File: src/rtl/wdt_pkg.sv
package wdt_pkg;
  localparam logic [7:0] OFS_STAT = 8'h6E;
  localparam logic [7:0] OFS_CNT  = 8'h70;
  localparam logic [7:0] OFS_CTRL = 8'h72;

  // control bits
  localparam int C_RUN = 0;
  localparam int C_PRE = 2;
  localparam int C_RST = 7;

  // status bits
  localparam int S_PRE = 1;
  localparam int S_EXP = 2;
endpackage

File: src/rtl/wdt_prescaler.sv
module wdt_prescaler #(
  parameter int unsigned DIV = 32_000_000
) (
  input  logic clk_i,
  input  logic rst_ni,
  input  logic run_i,
  input  logic restart_i,
  output logic tick_o
);
  localparam int PW = (DIV > 1) ? $clog2(DIV) : 1;
  localparam logic [PW-1:0] LAST = PW'(DIV - 1);

  logic [PW-1:0] div_q;

  assign tick_o = run_i && (div_q == LAST);

  always_ff @(posedge clk_i or negedge rst_ni) begin
    if (!rst_ni)        div_q <= '0;
    else if (restart_i) div_q <= '0;
    else if (run_i)     div_q <= (div_q == LAST) ? '0 : div_q + 1'b1;
  end
endmodule

File: src/rtl/wdt_counter.sv
module wdt_counter #(
  parameter int CW        = 16,
  parameter int PRE_TICKS = 70
) (
  input  logic          clk_i,
  input  logic          rst_ni,
  input  logic          load_i,
  input  logic [CW-1:0] load_val_i,
  input  logic          run_i,
  input  logic          tick_i,
  output logic [CW-1:0] cnt_o,
  output logic          pre_hit_o,
  output logic          zero_hit_o
);
  logic [CW-1:0] cnt_q;
  logic          step;

  assign step       = run_i && tick_i && !load_i && (cnt_q != '0);
  // events mark the transition, not the level
  assign pre_hit_o  = step && (cnt_q == CW'(PRE_TICKS + 1));
  assign zero_hit_o = step && (cnt_q == CW'(1));
  assign cnt_o      = cnt_q;

  always_ff @(posedge clk_i or negedge rst_ni) begin
    if (!rst_ni)     cnt_q <= '0;
    else if (load_i) cnt_q <= load_val_i;
    else if (step)   cnt_q <= cnt_q - 1'b1;
  end
endmodule

File: src/rtl/wdt_regs.sv
module wdt_regs
  import wdt_pkg::*;
#(
  parameter int DW = 16
) (
  input  logic          clk_i,
  input  logic          rst_ni,
  input  logic          we_i,
  input  logic [7:0]    addr_i,
  input  logic [DW-1:0] wdata_i,
  input  logic          load_i,
  input  logic          pre_hit_i,
  input  logic          zero_hit_i,
  output logic [7:0]    ctrl_o,
  output logic [7:0]    stat_o,
  output logic          nmi_o
);
  logic [7:0] ctrl_q;
  logic       pre_q, exp_q, pre_d, exp_d;
  logic       wr_ctrl, wr_stat;

  assign wr_ctrl = we_i && (addr_i == OFS_CTRL);
  assign wr_stat = we_i && (addr_i == OFS_STAT);

  always_comb begin
    pre_d = pre_q;
    exp_d = exp_q;
    if (load_i) begin
      pre_d = 1'b0;
      exp_d = 1'b0;
    end else if (wr_stat) begin
      if (wdata_i[S_PRE]) pre_d = 1'b0;
      if (wdata_i[S_EXP]) exp_d = 1'b0;
    end
    // a new event wins over a same-cycle clear
    if (pre_hit_i && ctrl_q[C_PRE]) pre_d = 1'b1;
    if (zero_hit_i)                 exp_d = 1'b1;
  end

  always_ff @(posedge clk_i or negedge rst_ni) begin
    if (!rst_ni) begin
      ctrl_q <= '0;
      pre_q  <= 1'b0;
      exp_q  <= 1'b0;
    end else begin
      if (wr_ctrl) ctrl_q <= wdata_i[7:0];
      pre_q <= pre_d;
      exp_q <= exp_d;
    end
  end

  always_comb begin
    stat_o        = '0;
    stat_o[S_PRE] = pre_q;
    stat_o[S_EXP] = exp_q;
  end

  assign ctrl_o = ctrl_q;
  assign nmi_o  = pre_q | exp_q;
endmodule

File: src/rtl/wdt_timer.sv
module wdt_timer
  import wdt_pkg::*;
#(
  parameter int          CW        = 16,
  parameter int unsigned DIV       = 32_000_000,
  parameter int          PRE_TICKS = 70
) (
  input  logic        clk_i,
  input  logic        rst_ni,
  input  logic        we_i,
  input  logic [7:0]  addr_i,
  input  logic [15:0] wdata_i,
  output logic [15:0] rdata_o,
  output logic        nmi_o,
  output logic        wdt_rst_o
);
  logic          load, tick, pre_hit, zero_hit;
  logic [CW-1:0] cnt;
  logic [7:0]    ctrl, stat;
  logic          rst_q;

  assign load = we_i && (addr_i == OFS_CNT);

  wdt_prescaler #(.DIV(DIV)) u_div (
    .clk_i    (clk_i),
    .rst_ni   (rst_ni),
    .run_i    (ctrl[C_RUN]),
    .restart_i(load),
    .tick_o   (tick)
  );

  wdt_counter #(.CW(CW), .PRE_TICKS(PRE_TICKS)) u_cnt (
    .clk_i     (clk_i),
    .rst_ni    (rst_ni),
    .load_i    (load),
    .load_val_i(wdata_i[CW-1:0]),
    .run_i     (ctrl[C_RUN]),
    .tick_i    (tick),
    .cnt_o     (cnt),
    .pre_hit_o (pre_hit),
    .zero_hit_o(zero_hit)
  );

  wdt_regs #(.DW(16)) u_regs (
    .clk_i     (clk_i),
    .rst_ni    (rst_ni),
    .we_i      (we_i),
    .addr_i    (addr_i),
    .wdata_i   (wdata_i),
    .load_i    (load),
    .pre_hit_i (pre_hit),
    .zero_hit_i(zero_hit),
    .ctrl_o    (ctrl),
    .stat_o    (stat),
    .nmi_o     (nmi_o)
  );

  always_ff @(posedge clk_i or negedge rst_ni) begin
    if (!rst_ni) rst_q <= 1'b0;
    else         rst_q <= zero_hit && ctrl[C_RST];
  end
  assign wdt_rst_o = rst_q;

  always_comb begin
    case (addr_i)
      OFS_CNT:  rdata_o = 16'(cnt);
      OFS_CTRL: rdata_o = {8'h00, ctrl};
      OFS_STAT: rdata_o = {8'h00, stat};
      default:  rdata_o = '0;
    endcase
  end
endmodule

File: config.mk
export PLATFORM = sky130hd
export DESIGN_NAME = wdt_timer
export DESIGN_NICKNAME = d
export VERILOG_FILES = /design/src/rtl/wdt_pkg.sv /design/src/rtl/wdt_prescaler.sv /design/src/rtl/wdt_counter.sv /design/src/rtl/wdt_regs.sv /design/src/rtl/wdt_timer.sv
export SDC_FILE = /design/constraint.sdc
export NUM_CORES = 1
export LEC_CHECK = 0
export ABC_CLOCK_PERIOD_IN_PS = 5600
export BUFFER_PORTS_ARGS = -buffer_cell sky130_fd_sc_hd__buf_2
export CAP_MARGIN = 20
export CORE_MARGIN = 2
export CORE_UTILIZATION = 50
export CTS_BUF_LIST = sky130_fd_sc_hd__clkbuf_4
export CTS_CLUSTER_DIAMETER = 100
export DETAILED_ROUTE_END_ITERATION = 10
export PLACE_DENSITY_LB_ADDON = 0.05
export SYNTH_ARGS = -nofsm -noshare
export SYNTH_HDL_FRONTEND = slang
export SYNTH_SLANG_ARGS = --single-unit
File: constraint.sdc
create_clock -name clk_i -period 5.6 [get_ports clk_i]
set_input_delay 1.12 -clock clk_i [delete_from_list [all_inputs] [get_ports clk_i]]
set_output_delay 1.12 -clock clk_i [all_outputs]
set_load 0.02 [all_outputs]
* Yosys cells after proc, flatten, opt, wreduce, memory -nomap -nowiden
Cells that the tools add are included.
** Word-level totals
- Flip-flop bits (word level) :: 52
- Latch bits :: 0
- RAM bits :: 0
- ROM bits :: 0
- Bits of input ports :: 27
- Output and inout bits :: 18
- Memories kept :: 0
** Cells by class
- Add/subtract/negate cells :: 2
- $mul :: 0
- Divide/modulo/power cells :: 0
- $lt $le $gt $ge :: 0
- Equality and inequality tests :: 6
- Shift-type cells :: 0
- Muxes and demuxes :: 14
- Bitwise logic cells :: 1
- Reduce and logical (&&, ||, !) cells :: 21
** Operator list (count)
- $mux 25 :: 3
- $pmux 16 s3 :: 1
- $mux 16 :: 2
- $add 25x1->25 const B :: 1
- $eq 25x25->1 const B :: 1
- $eq 8x7->1 const B :: 3
- $eq 16x1->1 const B :: 1
- $eq 16x7->1 const B :: 1
- $reduce_bool 16->1 :: 1
- $sub 16x1->16 const B :: 1
- $reduce_bool 3->1 :: 4
- $logic_and 1x1->1 :: 11
- $mux 1 :: 8
- $reduce_and 2->1 :: 2
- $reduce_bool 2->1 :: 2
- $logic_not 1->1 :: 1
- $or 1x1->1 :: 1

* Logic depth before layout (Yosys ltp)
Gate-level depths: netlist of run 1.
- Depth after elaboration :: 9
- Mapped depth :: 7
- Gate-level depth less buffers :: 7

* By module
From an unflattened synthesis of run 1, not the netlist that was laid out.
** Second synthesis, totals
- Cell total of the unflattened synthesis :: 381
- Area, all modules :: 3562.2 sq um
** By module, submodules not included
- wdt_prescaler :: instances 1, cells each 171, area each 1540.2 sq um, seq. area each 625.6 sq um
- wdt_counter :: instances 1, cells each 118, area each 1068.5 sq um, seq. area each 400.4 sq um
- wdt_regs :: instances 1, cells each 39, area each 536.8 sq um, seq. area each 250.2 sq um
- wdt_timer :: instances 1, cells each 53, area each 416.6 sq um, seq. area each 25.0 sq um

* Worst setup path after synthesis of run 1
Ideal clock, no wire load.
- Path type :: in2out
- Start point :: in addr_i[1]
- End point :: out rdata_o[1]
- Arrival :: 2.481 ns
- Setup slack :: 1.999 ns
- Cell stages on the path :: 4
- Cell sequence :: or4b_2 > nor2_1 > a222oi_1 > inv_1
** On the way
- Cells in the longest elaborated chain, start to end :: 2
- Elaborated cells between the ends (all ways) :: 4
** RTL lines
- start, declared :: line wdt_timer.sv:11 : input logic [7:0] addr_i,
- $eq 8x7->1 :: line wdt_timer.sv:65 : case (addr_i)
- $pmux 16 s3 (*) :: line wdt_timer.sv:65
- end, declared :: line wdt_timer.sv:13 : output logic [15:0] rdata_o,
Every way passes the cells marked *; elsewhere a longest branch is shown, timed or not.

* Worst setup path in the final report of run 1
Ends and elaborated chain as after synthesis.

==> results of run 1 <==
[flip-flops by register name, summed over array words and instances (netlist names)]
signal / count
u_div.div_q: 25
u_cnt.cnt_o: 16
u_regs.ctrl_o: 8
u_regs.exp_q: 1
u_regs.pre_q: 1
wdt_rst_o: 1
[cells in the final DEF, fill, tap and decap left out, types with 3 or more instances in the layout]
master / n
nand3_1: 16
and3_1: 13
and2_1: 4
xnor2_1: 9
a21oi_1: 11
buf_4: 6
nand2_1: 27
ha_1: 5
buf_2: 44
o22ai_1: 3
a22o_1: 8
clkbuf_4: 7
mux2i_1: 3
nand2b_1: 3
mux2_2: 9
a21o_1: 4
a31oi_1: 9
nor2_1: 29
nor3_1: 18
xor2_1: 6
or4_1: 6
or3_1: 11
o21ai_0: 15
nand4_1: 13
dfrtp_1: 52
inv_1: 12
nand4b_1: 4
nor4b_1: 3
nor4_1: 6
o31ai_1: 3
[routing by layer]
metal / global-route usage / vias up / share of wire / routed length, um
met3: 0.0236 / 5 / 0.037 / 286
met2: 0.380 / 59 / 0.46 / 3570
li1: - / 1398 / - / -
met1: 0.337 / 1382 / 0.50 / 3920
met4: 0.0548 / 0 / 0.0070 / 55
met5: 0 / - / 0 / 0
[worst min-delay path by stage]
stage | from | endpoint | slack [ns] | cells after the start
after floorplan | u_regs.ctrl_o[1] | u_regs.ctrl_o[1] | 0.48 | 1
after global placement | u_regs.ctrl_o[4] | u_regs.ctrl_o[4] | 0.49 | 1
after detailed placement | u_regs.ctrl_o[5] | u_regs.ctrl_o[5] | 0.50 | 1
after CTS | u_regs.ctrl_o[5] | u_regs.ctrl_o[5] | 0.53 | 1
after global routing | u_regs.ctrl_o[1] | u_regs.ctrl_o[1] | 0.54 | 1
final | u_regs.ctrl_o[5] | u_regs.ctrl_o[5] | 0.52 | 1
[layout make-up]
type / count / area (sq um) / share of cell area
multi-input cells: 272 / 1820 / 0.508
flip-flops and latches: 52 / 1300 / 0.363
clock inverters: 1 / 3.75 / 0.00105
well taps: 77 / 96.3 / 0.0269
clock buffers: 7 / 52.6 / 0.0147
inverters: 12 / 45.0 / 0.0126
repair buffers: 50 / 265 / 0.0740
[where the power goes]
part,switching [mW],internal (mW)
Clock,0.118,0.0584
Combinational,0.0477,0.0374
Sequential,0.0372,0.404
[worst max-delay path, cell delays in order]
cell      delay (ns)
buf_2           0.12
or4b_2          0.73
nor2_1          0.48
a222oi_1        0.22
inv_1           0.10
buf_2           0.16
[through the flow]
step / total power [mW] / area [sq um]
after floorplan: 0.490 / 3230
after global placement: 0.528 / 3530
after detailed placement: 0.532 / 3530
after CTS: 0.707 / 3580
after global routing: 0.737 / 3580
final: 0.702 / 3580
[cell families after synthesis]
group,after synthesis,share of synthesized area
and+or+nand+nor,170,0.309
AOI/OAI and AO/OA,70,0.151
DFF,52,0.403
buffers and inverters,29,0.0360
xor gates and xnor gates,15,0.0407
muxes,12,0.0407
adders and majority gates,5,0.0194
==> metrics.cfg, run 1 <==
[place]
port_buffers=44
dp_hpwl_um=5570
place_ws_ns=1.54
place_inst=463
gp_congestion=0.854

[power]
p_leak_nw=1.47
cellPowerDensity_nw_per_um2=196
vdd.ir_drop.worst_mv=0.123

[timing]
finalCritPeriodShare=0.722
finalHoldViolations=0
whs_ns=0.523
worst_slack_ns=1.56
rsz0062_at_grt=no
tns_ns=0
tightest_slew_ns=1.14
maxSlewHeadroom=0.241
fin_crit_ns=4.04
fmax_ghz=0.247
setup_viol=0
clock_skew_ns=0.00888
final_max_slew_viol_count=0

[logic_synthesis]
synth_common_cells=52 x dfrtp_1, 29 x nor2_1, 27 x nand2_1
seq_area_frac_synth=0.403
ys_ff_latch=52
synth.distinct_cells=58
yosysMostFrequentCell=dfrtp_1
synth_top_cell_area_share=0.403
synth_area_leader_cell=dfrtp_1
async_flop_share=1.00
syn_inst=353
synthFlopType=dfrtp_1
yosys_warnings=0
synthTopCellsByArea=dfrtp_1 40%, nor2_1 3.4%, mux2_2 3.1%, nand2_1 3.1%, nor3_1 2.9%
synth_fp_nets=385
avgSynthCellArea_sq_um=9.15
syn_area_sq_um=3230
synth-edff-count=0

[clocking]
cts_setup_buffers=0
cts-resized-gates=0
cts_tree=built
htree_levels=2
clock_latency_ns=0.37
clockBufferDepth=2
cts_sinks=52
cts_inserted_buffers=5
cts_root_buf=clkbuf_4
path_clk_slew_ns=0.14
holdBufCountCts=0

[route]
dr_total_vias=2844
routedWlPerCell_um=16.6
via_per_inst=6.04
wl_um=7830
drtIter0Drc=164
drtPass1Iterations=5
drt.antenna.violating_nets=0
drc=0

[setup_path]
cp_max_fo=8
crit_arrival_ns=2.92
rrSetupSlack_ns=3.25
reg2reg_depth=5
start_kind=primary input
cp-endpoint=rdata_o[1]
r2r_start=u_div.div_q[16]
r2r-end=u_cnt.cnt_o[4]
required_ns=4.48
end_kind=primary output
worstSetupPathType=primary input to primary output
crit_start=addr_i[1]

[global_routing]
grt-ovfl-total=0
grt_pass1_vias=2762
globalRouteTotalUtil=0.233
grt_pass1_wl_um=13700
grt_max_degree=53
antenna_found_initial=0

[final_layout]
antenna-diode-count=0
drive_gt1_frac=0.206
stdcell_count=471
fin_nets=425
area_growth_pct=10.9
fin_util=0.567
nFillCells=612

[floorplanning]
rows=29
io_pins=45
core-area_sq_um=6310
die_area_sq_um=7120
start_util=0.512
fp.dieW_um=84.4
die_h_um=84.4

[job]
drv_cap=0

[status]
status=finished clean

[hold_path]
hp-class=register to register

No activity file was read; power rests on OpenSTA's default activity.
==> run 2: changes to the inputs <==
--- a/config.mk
+++ b/config.mk
@@ -5,7 +5,7 @@
 export SDC_FILE = /design/constraint.sdc
 export NUM_CORES = 1
 export LEC_CHECK = 0
-export ABC_CLOCK_PERIOD_IN_PS = 5600
+export ABC_CLOCK_PERIOD_IN_PS = 3350
 export BUFFER_PORTS_ARGS = -buffer_cell sky130_fd_sc_hd__buf_2
 export CAP_MARGIN = 20
 export CORE_MARGIN = 2
==> constraint.sdc (replaced) <==
create_clock -name clk_i -period 3.35 [get_ports clk_i]
set_input_delay 0.67 -clock clk_i [delete_from_list [all_inputs] [get_ports clk_i]]
set_output_delay 0.67 -clock clk_i [all_outputs]
set_load 0.02 [all_outputs]
==> metrics.cfg, run 2 (synthesis gave the netlist of run 1 again) <==
[status]
status=finished clean

[global_routing]
grt_pass1_vias=2708  ; -2.0%
antenna_found_initial=0  ; unchanged
grt_pass1_wl_um=13300  ; -2.6%
globalRouteTotalUtil=0.229  ; -0.00403
grt_max_degree=41  ; -23%
grt-ovfl-total=0  ; unchanged

[floorplanning]
io_pins=45  ; unchanged
core-area_sq_um=6310  ; unchanged
rows=29  ; unchanged
die_h_um=84.4  ; unchanged
die_area_sq_um=7120  ; unchanged
fp.dieW_um=84.4  ; unchanged
start_util=0.512  ; unchanged

[final_layout]
fin_area_sq_um=3650  ; +1.9%
regArea_sq_um=1300  ; unchanged
nFillCells=588  ; -3.9%
area_growth_pct=13.0
final_cell_mix=52 x dfrtp_1, 44 x buf_2, 29 x nor2_1, 27 x nand2_1, 18 x nor3_1
largest_reg_flops=25  ; unchanged
final_common_cell=dfrtp_1
fin_nets=431  ; +1.4%
antenna-diode-count=0  ; unchanged
multi_input_area_sq_um=1820  ; unchanged
drive_gt1_frac=0.220  ; +0.0144
largest_register=u_div.div_q

[clocking]
cts_setup_buffers=0  ; unchanged
cts_root_buf=clkbuf_4
cts_inserted_buffers=5  ; unchanged
htree_levels=2  ; unchanged
clockBufferDepth=2  ; unchanged
clock_latency_ns=0.39  ; +0.02 ns
cts_sinks=52  ; unchanged
cts_tree=built
path_clk_slew_ns=0.18  ; +0.04 ns
cts-resized-gates=0  ; unchanged
holdBufCountCts=0  ; unchanged

[hold_path]
hp-class=primary input to asynchronous set/reset pin

[setup_path]
rrSetupSlack_ns=1.02  ; -2.23 ns
required_ns=2.68  ; -1.80 ns
worstSetupPathType=primary input to primary output
r2r-end=u_div.div_q[14]
cp_max_fo=8  ; unchanged
r2r_start=u_div.div_q[0]
start_kind=primary input
end_kind=primary output
reg2reg_depth=6  ; +1
crit_arrival_ns=2.16  ; -0.76 ns

[route]
drtPass1Iterations=4  ; -1
routedWlPerCell_um=16.4  ; -1.5%
drtIter0Drc=198  ; +21%
dr_total_vias=2883  ; +1.4%
via_per_inst=6.04  ; about the same
drt.antenna.violating_nets=0  ; unchanged
wl_um=7820  ; -0.22%
drc=0  ; unchanged

[timing]
finalCritPeriodShare=0.845
fin_crit_ns=2.83
fmax_ghz=0.353
setup_viol=0  ; unchanged
finalHoldViolations=0  ; unchanged
maxSlewHeadroom=0.335  ; +0.0940
rsz0062_at_grt=no
tns_ns=0  ; unchanged
final_max_slew_viol_count=0  ; unchanged
clock_skew_ns=0.0287  ; +0.0199 ns
tightest_slew_ns=0.993  ; -0.143 ns

[power]
vdd.ir_drop.worst_mv=0.188  ; +53%
cellPowerDensity_nw_per_um2=344  ; +76%
p_leak_nw=1.51  ; +2.9%

[place]
port_buffers=44  ; unchanged
gp_congestion=0.837  ; -2.1%
dp_hpwl_um=5580  ; +0.21%
placed_area_sq_um=3570  ; +1.3%

[job]
drv_cap=0  ; unchanged

[run 2: changes by cell type in the layout (fill, tap and decap cells not counted)]
| cell | previous run | this run |
|---|---|---|
| clkinv_2 | 0 | 1 |
| clkinv_1 | 1 | 0 |
| buf_4 | 6 | 12 |
| bufinv_16 | 0 | 1 |
| clkbuf_4 | 7 | 6 |
[run 2: area by class of cell]
| type | count | area share |
|---|---|---|
| multi-input cells | 272 | 0.498 |
| flip-flops and latches | 52 | 0.356 |
| repair buffers | 56 | 0.0850 |
| well taps | 77 | 0.0264 |
| clock buffers | 6 | 0.0123 |
| inverters | 12 | 0.0123 |
| clock inverters | 2 | 0.00960 |
[run 2: how the worst max path moves through the flow]
stage / end / slack, ns / depth (start not counted) / startpoint
3_3_place_gp: rdata_o[1] / 0.56 / 7 / addr_i[1]
6_report: rdata_o[1] / 0.52 / 7 / addr_i[1]
2_1_floorplan: rdata_o[1] / 0.65 / 4 / addr_i[1]
5_1_grt: rdata_o[1] / 0.45 / 7 / addr_i[1]
3_5_place_dp: rdata_o[1] / 0.53 / 7 / addr_i[1]
4_1_cts: rdata_o[1] / 0.53 / 7 / addr_i[1]
[run 2: per-layer routing]
metal / routed length (um) / track usage / vias to the layer above / share of wire
met5: 0 / 0 / - / 0
met4: 67 / 0.0577 / 0 / 0.0086
met3: 310 / 0.0334 / 5 / 0.040
met2: 3560 / 0.370 / 61 / 0.46
met1: 3880 / 0.326 / 1391 / 0.50
li1: - / - / 1426 / -
[run 2: worst max-delay path, cell delays in order]
cell	delay, ns
buf_2	0.12
or4b_2	0.72
nor2_1	0.14
buf_4	0.18
a222oi_1	0.11
inv_1	0.07
buf_2	0.15
[run 2: report_power, final]
| part | total (mW) | switching, mW | internal (mW) |
|---|---|---|---|
| clock network | 0.378 | 0.213 | 0.165 |
| logic | 0.143 | 0.0798 | 0.0636 |
| registers | 0.734 | 0.0596 | 0.675 |
| total | 1.26 | 0.353 | 0.903 |
[run 2: per-stage QoR]
step / cells / worst slack, ns / hold slack [ns] / utilization / power [mW]
finish: 477 / 0.520 / 0.389 / 0.578 / 1.26
global route: 477 / 0.448 / 0.456 / 0.578 / 1.31
floorplan: 353 / 0.649 / 0.374 / - / 0.819
detailed placement: 469 / 0.534 / 0.498 / 0.566 / 0.890
CTS: 477 / 0.528 / 0.431 / 0.578 / 1.26
global placement: 469 / 0.562 / 0.490 / 0.566 / 0.884
